==> config.mk <==
export PLATFORM = sky130hd
export DESIGN_NAME = unaligned_split
export DESIGN_NICKNAME = d
export VERILOG_FILES = /design/src/rtl/unaligned_split.sv
export SDC_FILE = /design/constraint.sdc
export NUM_CORES = 1
export LEC_CHECK = 0
export CAP_MARGIN = 30
export CORE_ASPECT_RATIO = 0.7
export CORE_UTILIZATION = 40
export CTS_CLUSTER_DIAMETER = 120
export DETAILED_ROUTE_END_ITERATION = 16
export PLACE_DENSITY = 0.74
export REMOVE_ABC_BUFFERS = 1
export SKIP_CTS_REPAIR_TIMING = 1
export SLEW_MARGIN = 25
export SYNTH_ARGS = -nofsm -noshare
export SYNTH_HDL_FRONTEND = slang
export SYNTH_SLANG_ARGS = --single-unit
==> constraint.sdc <==
create_clock -name clk -period 1.97 [get_ports clk]
set_input_delay 0.394 -clock clk [delete_from_list [all_inputs] [get_ports clk]]
set_output_delay 0.394 -clock clk [all_outputs]
set_load 0.05 [all_outputs]
==> src/rtl/unaligned_split.sv <==
`timescale 1ns/1ps
module unaligned_split #(
  parameter int ADDR_W = 32
) (
  input  logic              clk,
  input  logic              rst_n,
  input  logic              req_valid,
  output logic              req_ready,
  input  logic              req_write,
  input  logic [ADDR_W-1:0] req_addr,
  input  logic [31:0]       req_wdata,
  output logic              rsp_valid,
  output logic [31:0]       rsp_rdata,
  output logic              rsp_err,
  output logic              bus_valid,
  output logic              bus_write,
  output logic [ADDR_W-1:0] bus_addr,
  output logic [31:0]       bus_wdata,
  output logic [3:0]        bus_strb,
  input  logic              bus_ready,
  input  logic [31:0]       bus_rdata,
  input  logic              bus_err
);
  localparam int WA_W = ADDR_W - 2;

  typedef enum logic [1:0] {IDLE, FIRST, SECOND, DONE} st_t;
  st_t st;

  logic [WA_W-1:0] wbase;
  logic [1:0]      off;
  logic            wr, err;
  logic [31:0]     wrot, lo, merged, rot_in;
  logic [23:0]     hi;
  logic [3:0]      fstrb;

  always_comb begin
    case (req_addr[1:0])
      2'd1:    rot_in = {req_wdata[23:0], req_wdata[31:24]};
      2'd2:    rot_in = {req_wdata[15:0], req_wdata[31:16]};
      2'd3:    rot_in = {req_wdata[7:0],  req_wdata[31:8]};
      default: rot_in = req_wdata;
    endcase
  end

  always_comb begin
    case (off)
      2'd1:    merged = {hi[7:0],  lo[31:8]};
      2'd2:    merged = {hi[15:0], lo[31:16]};
      2'd3:    merged = {hi[23:0], lo[31:24]};
      default: merged = lo;
    endcase
  end

  always_ff @(posedge clk or negedge rst_n) begin
    if (!rst_n) begin
      st    <= IDLE;
      wbase <= '0;
      off   <= 2'd0;
      wr    <= 1'b0;
      err   <= 1'b0;
      wrot  <= '0;
      lo    <= '0;
      hi    <= '0;
    end else begin
      case (st)
        IDLE: if (req_valid) begin
          wbase <= req_addr[ADDR_W-1:2];
          off   <= req_addr[1:0];
          wr    <= req_write;
          wrot  <= rot_in;
          err   <= 1'b0;
          st    <= FIRST;
        end
        FIRST: if (bus_ready) begin
          lo  <= bus_rdata;
          err <= bus_err;
          st  <= (bus_err || off == 2'd0) ? DONE : SECOND;
        end
        SECOND: if (bus_ready) begin
          hi  <= bus_rdata[23:0];
          err <= bus_err;
          st  <= DONE;
        end
        default: st <= IDLE;
      endcase
    end
  end

  assign fstrb     = 4'b1111 << off;
  assign req_ready = (st == IDLE);
  assign bus_valid = (st == FIRST) || (st == SECOND);
  assign bus_write = wr;
  assign bus_wdata = wrot;
  assign bus_addr  = {(st == SECOND) ? wbase + 1'b1 : wbase, 2'b00};
  assign bus_strb  = (st == SECOND) ? ~fstrb : fstrb;
  assign rsp_valid = (st == DONE);
  assign rsp_err   = err;
  assign rsp_rdata = (wr || err) ? 32'd0 : merged;
endmodule


==> qor.yml <==
remaining_drc_errors: 0
crit_chain: "inv_2, ha_4, and4_4, nand3_4, clkbuf_16, and4b_1, xor2_2, buf_12"
setup_viol: 66
final_core_util: 0.689
via_count: 5838
final_common_cell: "dfrtp_1"
die_w_um: 162
min_period_over_period: 1.33
fin_skew_ns: 0.0195
clock_latency_ns: 0.42
grt_remaining_overflow: 0
critPathKind: "register to output pin"
grt_max_degree: 49
crit_slowest_cell: "dfrtp_1"
gp_congestion: 0.839
synthToLayoutAreaGrowth_pct: 67.1
critPathMaxFanout: 6
grt_pass1_wl_um: 30400
power_frac_comb: 0.662
slowest_delay_ns: 0.38
synth_ff_type: "dfrtp_1"
layout_common_cells: "dfrtp_1 (121), mux2_2 (107), clkdlybuf4s50_1 (98)"
postRouteAntennaNets: 0
seqPwrFrac: 0.195
finalMaxSlewViolations: 0
synth_edf_count: 0
antenna_found_initial: 0
cp.required_ns: 1.58
dr_wl_met3_um: 1150
coreArea_sq_um: 17300
netSwitchingFraction: 0.433
startpoint_type: "register"
wl_per_cell_um: 18.8
cts_tree: "done"
cp-end-kind: "output pin"
viasPerCell: 5.21
avgSynthCellArea_sq_um: 11.8
violations: "setup timing"
holdWs_ns: 0.435
wl_met1_um: 9890
fin_nets: 983
synth_top_area_frac: 0.434
worstHoldPathType: "input port to asynchronous set/reset pin"
slew_headroom: 0.628
ir_drop_mv: 1.98
num_antenna_cells: 0
internal-power_mw: 14.3
seqCellArea_sq_um: 3110
wl_um: 21000
leakagePower_nw: 5.55
pin_count: 207
switching_power_mw: 11.0
syn-cell-area_sq_um: 7140
status: "finished, violations left"
worst-r2r-setup-slack_ns: 0.21
dr_wl_met2_um: 9860
worst_pin_slew_ns: 0.558
yosysUniqueCellTypes: 39
async_flop_share: 1.00
cts.sinks: 124
netlist_instances: 605
die_h_um: 114
hold_viol_final: 0
drtIter0Drc: 288
multiInputGateArea_sq_um: 4320
fill_cells: 1208
clk_pin_slew_ns: 0.06
htree_levels: 4
clk_path_buf_depth: 2
yosysWarnings: 0
cts_root_buf: "clkbuf_16"
max_freq_mhz: 383
period_minus_slack_ns: 2.61
drive_above_1_share: 0.483
cts_inserted_buffers: 17
numPlacedInstances: 1064
grt_usage: 0.212
worst_slack_ns: -0.644
highest_layer: "met4"
ys_seq_area_frac: 0.434
worstPathArrival_ns: 2.22
grt_pass1_vias: 5646
die_area_sq_um: 18400
initial_core_util: 0.413
cp_num_buf_inv: 3
rsz0062_at_grt: "yes"
row_count: 40
ys_ff_latch: 124
p_clk_frac: 0.143
p_per_area_nw_per_um2: 2120
synth_top_area_cell: "dfrtp_1"
synthTopCellsByArea: "dfrtp_1 (43%), mux2_2 (17%), mux4_2 (10%), o21ai_0 (3.6%), nand2_1 (3.2%)"
finalNonFillerCells: 1120
critPathTopFamily: "simple AND/OR/NAND/NOR gates"
drtPass1Iterations: 5
drv_cap: 0
dp_hpwl_um: 13700
numPortBuffers: 204
==> worst paths after layout <==
check	from	endpoint	cells after the start
min in group clk	bus_wdata[13]	bus_wdata[13]	2
worst min register to register	bus_wdata[13]	bus_wdata[13]	2
max in group asynchronous	rst_n	off[0]	3
worst max-delay path	st[0]	bus_addr[31]	8
worst min-delay path	rst_n	lo[22]	2
worst max register to register	st[1]	st[1]	6
==> cells by family (layout without fill, tap and decap cells) <==
group	after synthesis	after routing	synth area share
xor+xnor	32	32	0.0392
mux	155	155	0.292
fa+ha+maj	5	5	0.00876
flops	124	124	0.434
simple gates	165	165	0.141
compound gates	71	71	0.0510
other cells	1	2	0.000525
buf+inv	52	335	0.0333
==> flip-flops by register name (all words and copies together), names as in the netlist <==
| register | cells |
|---|---|
| bus_wdata | 32 |
| lo | 32 |
| wbase | 30 |
| hi | 24 |
| off | 2 |
| st | 2 |
| bus_write | 1 |
| rsp_err | 1 |
==> power groups by stage <==
stage	clock network, mW	logic (mW)	registers (mW)
detailed placement	0	14.5	4.83
CTS	3.69	14.5	4.82
finish	3.62	16.8	4.93
floorplan	0	7.39	6.04
global route	3.81	17.4	5.11
global placement	0	14.3	4.76
==> through the flow <==
stage	setup slack (ns)	power, mW	area, sq um	TNS (ns)
6_report	-0.644	25.3	11900	-25.09
5_1_grt	-0.760	26.3	11900	-30.58
4_1_cts	-0.802	23.0	10900	-29.69
3_5_place_dp	-0.323	19.3	10200	-4.80
3_3_place_gp	-0.272	19.1	10200	-3.92
2_1_floorplan	-1.21	13.4	6940	-117.31
==> per-layer routing <==
layer  global-route usage  vias to the layer above
met5                    0                        -
met4               0.0667                        0
met3               0.0513                       12
met2                0.322                      200
met1                0.300                     2913
li1                     -                     2713
==> synthesized netlist by cell type, types with 10 or more instances <==
| library cell | instances |
|---|---|
| dfrtp_1 | 124 |
| mux2_2 | 107 |
| nand2_1 | 60 |
| o21ai_0 | 52 |
| mux4_2 | 32 |
| nor2b_1 | 32 |
| nor2_1 | 23 |
| clkbuf_1 | 20 |
| a21oi_1 | 16 |
| mux2i_1 | 16 |
| xnor2_1 | 16 |
| xor2_1 | 16 |
| buf_2 | 10 |
==> area by class of cell <==
cell class | instances | share of cell area
Multi-Input combinational cell | 430 | 0.362
Timing Repair Buffer | 295 | 0.294
Sequential cell | 124 | 0.260
Clock buffer | 19 | 0.0371
Tap cell | 231 | 0.0242
Clock inverter | 13 | 0.0200
Inverter | 8 | 0.00252
Note: power is estimated with default switching activity, not from simulation.
